===== src/rtl/irqagg_pkg.sv =====
package irqagg_pkg;
  localparam int NGRP   = 3;
  localparam int ADDR_W = 5;
  localparam int REG_W  = 3;

  localparam logic [1:0] REGION_TX   = 2'd0;
  localparam logic [1:0] REGION_RX   = 2'd1;
  localparam logic [1:0] REGION_MISC = 2'd2;
  localparam logic [1:0] REGION_SUM  = 2'd3;

  typedef enum logic [REG_W-1:0] {
    REG_CAUSE = 3'd0,
    REG_MODE  = 3'd1,
    REG_MSET  = 3'd2,
    REG_MCLR  = 3'd3,
    REG_MVAL  = 3'd4
  } bank_reg_e;

  localparam logic [REG_W-1:0] SREG_STAT = 3'd0;
  localparam logic [REG_W-1:0] SREG_MASK = 3'd1;

  // summary bit order: receive, transmit, miscellaneous
  localparam int SUM_RX   = 0;
  localparam int SUM_TX   = 1;
  localparam int SUM_MISC = 2;
endpackage


===== src/rtl/irqagg_bank.sv =====
module irqagg_bank
  import irqagg_pkg::*;
#(
  parameter int W = 8
) (
  input  logic             clk_i,
  input  logic             rst_i,
  input  logic [W-1:0]     evt_i,
  input  logic             sel_i,
  input  logic             wr_en_i,
  input  logic             rd_en_i,
  input  logic [REG_W-1:0] reg_i,
  input  logic [W-1:0]     wdata_i,
  output logic [W-1:0]     rd_val_o,
  output logic [W-1:0]     cause_o,
  output logic [W-1:0]     mask_o,
  output logic             live_o
);
  logic [W-1:0] cause_q, mode_q, mask_q, clr_v;
  logic hit_w, hit_r;

  assign hit_w = sel_i & wr_en_i;
  assign hit_r = sel_i & rd_en_i;

  always_comb begin
    clr_v = '0;
    if (hit_w && reg_i == REG_CAUSE) clr_v = clr_v | (wdata_i & ~mode_q);
    if (hit_r && reg_i == REG_CAUSE) clr_v = clr_v | mode_q;
  end

  always_ff @(posedge clk_i) begin
    if (rst_i) begin
      cause_q <= '0;
      mode_q  <= '0;
      mask_q  <= '1;
    end else begin
      // new events win over a same-cycle acknowledge
      cause_q <= (cause_q & ~clr_v) | evt_i;
      if (hit_w) begin
        case (reg_i)
          REG_MODE: mode_q <= wdata_i;
          REG_MSET: mask_q <= mask_q | wdata_i;
          REG_MCLR: mask_q <= mask_q & ~wdata_i;
          default:  ;
        endcase
      end
    end
  end

  always_comb begin
    case (reg_i)
      REG_CAUSE: rd_val_o = cause_q;
      REG_MODE:  rd_val_o = mode_q;
      REG_MVAL:  rd_val_o = mask_q;
      default:   rd_val_o = '0;
    endcase
  end

  assign cause_o = cause_q;
  assign mask_o  = mask_q;
  assign live_o  = |(cause_q & ~mask_q);
endmodule


===== src/rtl/irqagg_summary.sv =====
module irqagg_summary
  import irqagg_pkg::*;
#(
  parameter int W = 8
) (
  input  logic             clk_i,
  input  logic             rst_i,
  input  logic [NGRP-1:0]  live_i,
  input  logic             sel_i,
  input  logic             wr_en_i,
  input  logic             rd_en_i,
  input  logic [REG_W-1:0] reg_i,
  input  logic [W-1:0]     wdata_i,
  output logic [W-1:0]     rd_val_o,
  output logic [NGRP-1:0]  sum_o,
  output logic [W-1:0]     swmask_o,
  output logic             irq_o
);
  logic [NGRP-1:0] sum_q, rd_clr;
  logic [W-1:0]    swmask_q;
  logic            irq_q;

  assign rd_clr = (sel_i && rd_en_i && reg_i == SREG_STAT) ? '1 : '0;

  always_ff @(posedge clk_i) begin
    if (rst_i) begin
      sum_q    <= '0;
      swmask_q <= '1;
      irq_q    <= 1'b0;
    end else begin
      sum_q <= (sum_q & ~rd_clr) | live_i;
      if (sel_i && wr_en_i && reg_i == SREG_MASK) swmask_q <= wdata_i;
      irq_q <= |(sum_q & ~swmask_q[NGRP-1:0]);
    end
  end

  always_comb begin
    case (reg_i)
      SREG_STAT: rd_val_o = {{(W-NGRP){1'b0}}, sum_q};
      SREG_MASK: rd_val_o = swmask_q;
      default:   rd_val_o = '0;
    endcase
  end

  assign sum_o    = sum_q;
  assign swmask_o = swmask_q;
  assign irq_o    = irq_q;
endmodule


===== src/rtl/irqagg_ctrl.sv =====
module irqagg_ctrl
  import irqagg_pkg::*;
#(
  parameter int CAUSE_W = 8
) (
  input  logic               clk_i,
  input  logic               rst_i,
  input  logic [CAUSE_W-1:0] evt_tx_i,
  input  logic [CAUSE_W-1:0] evt_rx_i,
  input  logic [CAUSE_W-1:0] evt_misc_i,
  input  logic               wr_en_i,
  input  logic               rd_en_i,
  input  logic [ADDR_W-1:0]  addr_i,
  input  logic [CAUSE_W-1:0] wdata_i,
  output logic [CAUSE_W-1:0] rdata_o,
  output logic               irq_o
);
  logic [1:0]                     region;
  logic [REG_W-1:0]               reg_sel;
  logic [NGRP-1:0][CAUSE_W-1:0]   evt_vec, bank_rd, cause_vec, mask_vec;
  logic [NGRP-1:0]                live_grp, live_sum, sum_q;
  logic [CAUSE_W-1:0]             sum_rd, swmask, rd_mux, rdata_q;

  assign region  = addr_i[ADDR_W-1:REG_W];
  assign reg_sel = addr_i[REG_W-1:0];

  assign evt_vec[REGION_TX]   = evt_tx_i;
  assign evt_vec[REGION_RX]   = evt_rx_i;
  assign evt_vec[REGION_MISC] = evt_misc_i;

  for (genvar g = 0; g < NGRP; g++) begin : g_bank
    irqagg_bank #(.W(CAUSE_W)) u_bank (
      .clk_i   (clk_i),
      .rst_i   (rst_i),
      .evt_i   (evt_vec[g]),
      .sel_i   (region == 2'(g)),
      .wr_en_i (wr_en_i),
      .rd_en_i (rd_en_i),
      .reg_i   (reg_sel),
      .wdata_i (wdata_i),
      .rd_val_o(bank_rd[g]),
      .cause_o (cause_vec[g]),
      .mask_o  (mask_vec[g]),
      .live_o  (live_grp[g])
    );
  end

  assign live_sum[SUM_RX]   = live_grp[REGION_RX];
  assign live_sum[SUM_TX]   = live_grp[REGION_TX];
  assign live_sum[SUM_MISC] = live_grp[REGION_MISC];

  irqagg_summary #(.W(CAUSE_W)) u_sum (
    .clk_i   (clk_i),
    .rst_i   (rst_i),
    .live_i  (live_sum),
    .sel_i   (region == REGION_SUM),
    .wr_en_i (wr_en_i),
    .rd_en_i (rd_en_i),
    .reg_i   (reg_sel),
    .wdata_i (wdata_i),
    .rd_val_o(sum_rd),
    .sum_o   (sum_q),
    .swmask_o(swmask),
    .irq_o   (irq_o)
  );

  always_comb begin
    case (region)
      REGION_TX:   rd_mux = bank_rd[REGION_TX];
      REGION_RX:   rd_mux = bank_rd[REGION_RX];
      REGION_MISC: rd_mux = bank_rd[REGION_MISC];
      default:     rd_mux = sum_rd;
    endcase
  end

  always_ff @(posedge clk_i) begin
    if (rst_i) rdata_q <= '0;
    else       rdata_q <= rd_en_i ? rd_mux : '0;
  end

  assign rdata_o = rdata_q;
endmodule


===== config.mk =====
export PLATFORM = sky130hd
export DESIGN_NAME = irqagg_ctrl
export DESIGN_NICKNAME = d
export VERILOG_FILES = /design/src/rtl/irqagg_pkg.sv /design/src/rtl/irqagg_bank.sv /design/src/rtl/irqagg_summary.sv /design/src/rtl/irqagg_ctrl.sv
export SDC_FILE = /design/constraint.sdc
export NUM_CORES = 1
export LEC_CHECK = 0
export ABC_AREA = 1
export BUFFER_PORTS_ARGS = -buffer_cell sky130_fd_sc_hd__buf_2
export CORE_AREA = 2 2 78 117
export DETAILED_ROUTE_END_ITERATION = 8
export DIE_AREA = 0 0 80 119
export MAX_ROUTING_LAYER = met4
export PLACE_DENSITY = 0.75
export SLEW_MARGIN = 40
export SYNTH_ARGS = -nofsm -noshare
export SYNTH_HDL_FRONTEND = slang
export SYNTH_HIERARCHICAL = 1
export SYNTH_SLANG_ARGS = --single-unit

===== constraint.sdc =====
create_clock -name clk_i -period 1.8 [get_ports clk_i]
set_clock_uncertainty 0.15 [all_clocks]
set_input_delay 0.18 -clock clk_i [delete_from_list [all_inputs] [get_ports clk_i]]
set_output_delay 0.18 -clock clk_i [all_outputs]
set_load 0.03 [all_outputs]

* Word level (Yosys, flattened, before mapping)
Cells that the tools add are included.
Operators by class: add/subtract/negate cells 0, $mul 0, divide/modulo/power cells 0, magnitude comparators 0, eq/ne operators 7, shift operators 0, muxes and demuxes 15, bitwise logic cells 43, reduce and logical (&&, ||, !) cells 24
Operators by type and width (number):
- $and A8 B8 Y8 | 12
- $pmux W8 S3 | 4
- $not A8 Y8 | 10
- $or A8 B8 Y8 | 9
- $pmux W8 S2 | 4
- $mux W8 | 6
- $reduce_or A8 Y1 | 3
- $reduce_and A2 Y1 | 6
- $logic_and A1 B1 Y1 | 10
- $and A1 B1 Y1 | 6
- $and A3 B3 Y3 | 2
- $eq A3 B2 Y1 const B | 2
- $not A3 Y3 | 2
- $eq A2 B2 Y1 const B | 2
- $eq A3 B1 Y1 const B | 1
- $eq A3 B3 Y1 const B | 1
- $logic_not A3 Y1 | 1
- $mux W3 | 1
- $or A3 B3 Y3 | 1
- $reduce_or A3 Y1 | 1
- $eq A2 B1 Y1 const B | 1
- $logic_not A2 Y1 | 1
- $reduce_bool A2 Y1 | 1
- $reduce_or A2 Y1 | 1
- $not A1 Y1 | 1
Storage, ports and cells: register bits 92, bits in latches 0, bits in writable memories 0, bits in read-only memories 0, bits of input ports 41, output and inout bits 9, logic and storage cells 102, memories 0

* Longest topological paths before layout
depth after elaboration 9, depth in mapped cells 10

* Hierarchy
The synthesis kept the hierarchy.
By module, submodules not included:
- irqagg_bank | times used 3, cells an instance 180, area each 1268.7 um^2, sequential area each 480.5 um^2
- irqagg_summary | times used 1, cells an instance 80, area each 559.3 um^2, sequential area each 240.2 um^2
- irqagg_ctrl | times used 1, cells an instance 85, area each 543.0 um^2, sequential area each 160.2 um^2

* Least setup slack after synthesis
No wires, ideal clock.
path kind input to register, start point input addr_i[3], end point register with a tool-made name, arrival 1210 ps, data required time 1526 ps, setup slack 315 ps, stages 8, path buffers 2, cell sequence buf_6 -> buf_8 -> nor2_1 -> nand2_1 -> nor3_4 -> nand2_1 -> a21oi_1 -> o21ai_0
RTL lines:
- start, declared | line irqagg_ctrl.sv:13 | input logic [ADDR_W-1:0] addr_i,

==> parameters.txt <==
Parameter                              Value

Global route
  Met3 GRT Util ... 4.70%
  Routing layer with the top usage in global route ... met2
  Global-route usage over all layers ... 33.3%
  Global Route met1 Usage ... 39.9%
  Leftover overflow at the end of global routing ... 0
  Met2 track utilization from global routing ... 55.3%
  Largest net degree at the start of global routing ... 35
  Initial antenna violation count ... 0
  Wire length of the first global-routing pass ... 24200 um
  Vias in the first global route ... 4947

Routing
  Count of vias placed by the detailed router ... 5218
  Iteration-0 DRC count of the detailed router ... 384
  Remaining routing DRC violations ... 0
  Routed vias/inst ... 5.77
  Drt total wl ... 15300 um
  First-pass iteration count of the detailed router ... 5
  Per-cell routed wire length ... 16.9 um
  Number of nets with antenna violations after routing ... 0

Floorplanning
  Die Outline Area ... 9520 um2
  Height of the die ... 119 um
  Area of the placeable core ... 8620 um2
  Std cell rows ... 42
  Initial Utilization ... 57.0%
  Horizontal extent of the die ... 80 um
  Number of primary I/O pins ... 50

Synthesis
  Syn_area_per_cell ... 6.96 um2
  Yosys reg bits ... 92
  Sequential cell area fraction in the yosys report ... 37.5%
  Top cells by area in the synthesized netlist ... sky130_fd_sc_hd__dfxtp_1, sky130_fd_sc_hd__inv_1, sky130_fd_sc_hd__nand3_1
  Post-Syn Instances ... 705
  Number of distinct library cells after synthesis ... 26
  Area share of the largest cell type after synthesis ... 37.5%
  Number of nets produced by synthesis ... 746
  Warnings from Yosys ... 6
  Cell type contributing the most total cell area after synthesis ... sky130_fd_sc_hd__dfxtp_1
  Netlist Area Pre-Place ... 4910 um2

Setup path
  Slowest stage cell on the critical path ... sky130_fd_sc_hd__buf_2
  Biggest fanout along the worst timing path ... 8
  Number of logic stages on the critical path including buffering ... 10
  Critical path cell sequence ... buf_2, inv_2, nand3_2, inv_1, nand2_1, o211ai_1, o21ai_0, nand3_1, nand2_1, inv_1
  CP peak stage delay ... 0.27 ns
  Number of buffers and inverters on the critical path ... 4
  Kind of capture point of the worst setup path ... flop
  CP Data Required Time ... 1.89 ns
  Source of the critical timing path ... addr_i[1]
  Type of origin of the critical path ... input port
  Arrival time at the worst endpoint ... 1.49 ns
  Largest delay contributor family on the critical path ... buffers and inverters
  Class of the most critical setup path ... in2reg
  Cell count of the worst reg-to-reg path ... 6

Timing
  Clock period minus worst slack ... 1.40 ns
  Measured slew at the worst slew-check pin ... 0.370 ns
  Hold Violations, Final ... 0
  Fmax achieved ... 717 MHz
  Final Setup Violations ... 0
  Relative slew margins ... 75.3%
  Worst setup slack after layout ... 0.404 ns
  Final slew viol count ... 0
  Period Utilization, post-route ... 77.5%
  RSZ-0062 raised after global routing ... no
  Total negative slack ... 0 ns

Hold path
  HP Start ... wdata_i[4]
  Hold Crit Depth ... 3
  Class of the worst hold path ... in2reg

Power
  Power density over the cells ... 784 nW/um2
  Switching pwr ... 1300 uW
  Share of power burned in the clock network ... 39.2%
  Maximum vdd drop ... 0.628 mV
  Comb pwr share ... 14.1%
  Fraction of power spent switching nets ... 28.5%
  Leakage Power ... 0.00273 uW
  Power Internal ... 3270 uW
  Reg power frac ... 46.8%

Clocking
  Setup Fix Bufs, Post-CTS ... 0
  H-Tree Level Count ... 3
  Root buffer cell ... sky130_fd_sc_hd__clkbuf_16
  CTS tree ... built
  Number of clock buffers inserted by TritonCTS ... 9
  Clk buf depth ... 2
  Clock transition at path regs ... 0.07 ns
  CTS Sinks ... 92
  Clock insertion delay at the later pin of the skew report ... 0.34 ns

Cells and area
  ANT cells ... 0
  Final nets ... 831
  Synthesis-to-finish area growth ... 19.0%
  FILL cells ... 766
  Share of post-route cells with drive strength above 1 ... 15.1%

Placed design
  Worst slack at placement ... 0.0693 ns
  GPL Wtd Cong ... 0.973
  Port bufs ... 49
  Estimated wirelength of the detail-placed design ... 10900 um

Outcome
  Outcome ... finished, final reports clean

Flow run
  Max-capacitance violation count ... 0
## final cells by class
type / instances / area (um2) / share of cell area [%]
Clock buffer: 9 / 225 / 3.86
Multi-Input combinational cell: 468 / 2430 / 41.6
Clock inverter: 7 / 51.3 / 0.879
Timing Repair Buffer: 102 / 716 / 12.3
Tap cell: 110 / 138 / 2.36
Sequential cell: 92 / 1840 / 31.5
Inverter: 117 / 439 / 7.52
## cells in the final DEF (no fill, tap or decap), drive strengths merged, types with 24 or more instances in the layout
cell type / instances
inv: 118
o211ai: 24
nor2: 62
nand2: 104
dfxtp: 92
nand4: 49
nand3: 80
buf: 78
o21ai: 59
a21oi: 75
dlygate4sd3: 24
## power groups by stage
stage / sequential [uW] / combinational [uW] / clock (uW)
CTS: 2140 / 634 / 1800
detailed placement: 2190 / 592 / 0
finish: 2140 / 643 / 1790
global route: 2150 / 699 / 1900
global placement: 2180 / 580 / 0
floorplan: 2190 / 357 / 0
## metal layers
layer | wire length, um | vias to the layer above
li1 | - | 2558
met1 | 6290 | 2391
met2 | 7640 | 223
met3 | 813 | 46
met4 | 542 | 0
met5 | 0 | -
## synth_stat cells
cell and instances:
sky130_fd_sc_hd__buf_8 2, sky130_fd_sc_hd__nand2_1 102, sky130_fd_sc_hd__nor2_1 53, sky130_fd_sc_hd__nand4_1 48
sky130_fd_sc_hd__dfxtp_1 92, sky130_fd_sc_hd__nor2_8 2, sky130_fd_sc_hd__nor2_4 7, sky130_fd_sc_hd__buf_2 9
sky130_fd_sc_hd__o21ai_2 2, sky130_fd_sc_hd__nand2_4 1, sky130_fd_sc_hd__o22ai_1 12, sky130_fd_sc_hd__a21oi_1 75
sky130_fd_sc_hd__nor3_4 3, sky130_fd_sc_hd__o211ai_1 24, sky130_fd_sc_hd__nand2_2 1, sky130_fd_sc_hd__nand4_2 1
sky130_fd_sc_hd__o21ai_1 6, sky130_fd_sc_hd__clkinv_1 1, sky130_fd_sc_hd__inv_2 6, sky130_fd_sc_hd__clkbuf_1 6
sky130_fd_sc_hd__nand3_2 3, sky130_fd_sc_hd__inv_1 110, sky130_fd_sc_hd__o21ai_0 51, sky130_fd_sc_hd__nand3_1 77
sky130_fd_sc_hd__buf_1 3, sky130_fd_sc_hd__buf_6 8
## metrics by stage
step                hold WS [ns]  utilization, %  instances  area (um2)  total power [uW]
global route              0.0749            67.8        905        5840              4750
global placement           0.268            61.8        865        5320              2760
CTS                       0.0667            67.8        905        5840              4580
detailed placement         0.274            61.8        865        5320              2780
floorplan                 0.0991               -        705        4910              2540
finish                    0.0770            67.8        905        5840              4580
## final timing paths
kind / to / slack, ns
setup reg to reg: rdata_o[2] / 0.55
hold reg to reg: u_sum/swmask_o[2] / 0.32
hold / removal: g_bank[0].u_bank/mode_q[4] / 0.08
setup / recovery: rdata_o[2] / 0.40
## timing repair
action	4_1_cts	5_1_grt
hold endpoints to repair	24	0
resized for setup	0	0
setup endpoints to repair	0	0
hold buffers	24	0
## worst reg2reg max path, delay by kind of cell, from the launching register on
kind	cells	cell delay, ns
AO/OA/AOI/OAI	2	0.31
buffers and inverters	1	0.03
flip-flops	1	0.33
AND/OR/NAND/NOR	3	0.32
## kinds of logic (layout without fill, tap and decap cells)
logic type | count (synthesis) | after routing | share of synthesized area [%]
compound gates | 170 | 170 | 19.0
buf+inv | 145 | 235 | 13.0
flops | 92 | 92 | 37.5
simple gates | 298 | 298 | 30.5
No activity file was read; power rests on OpenSTA's default activity.
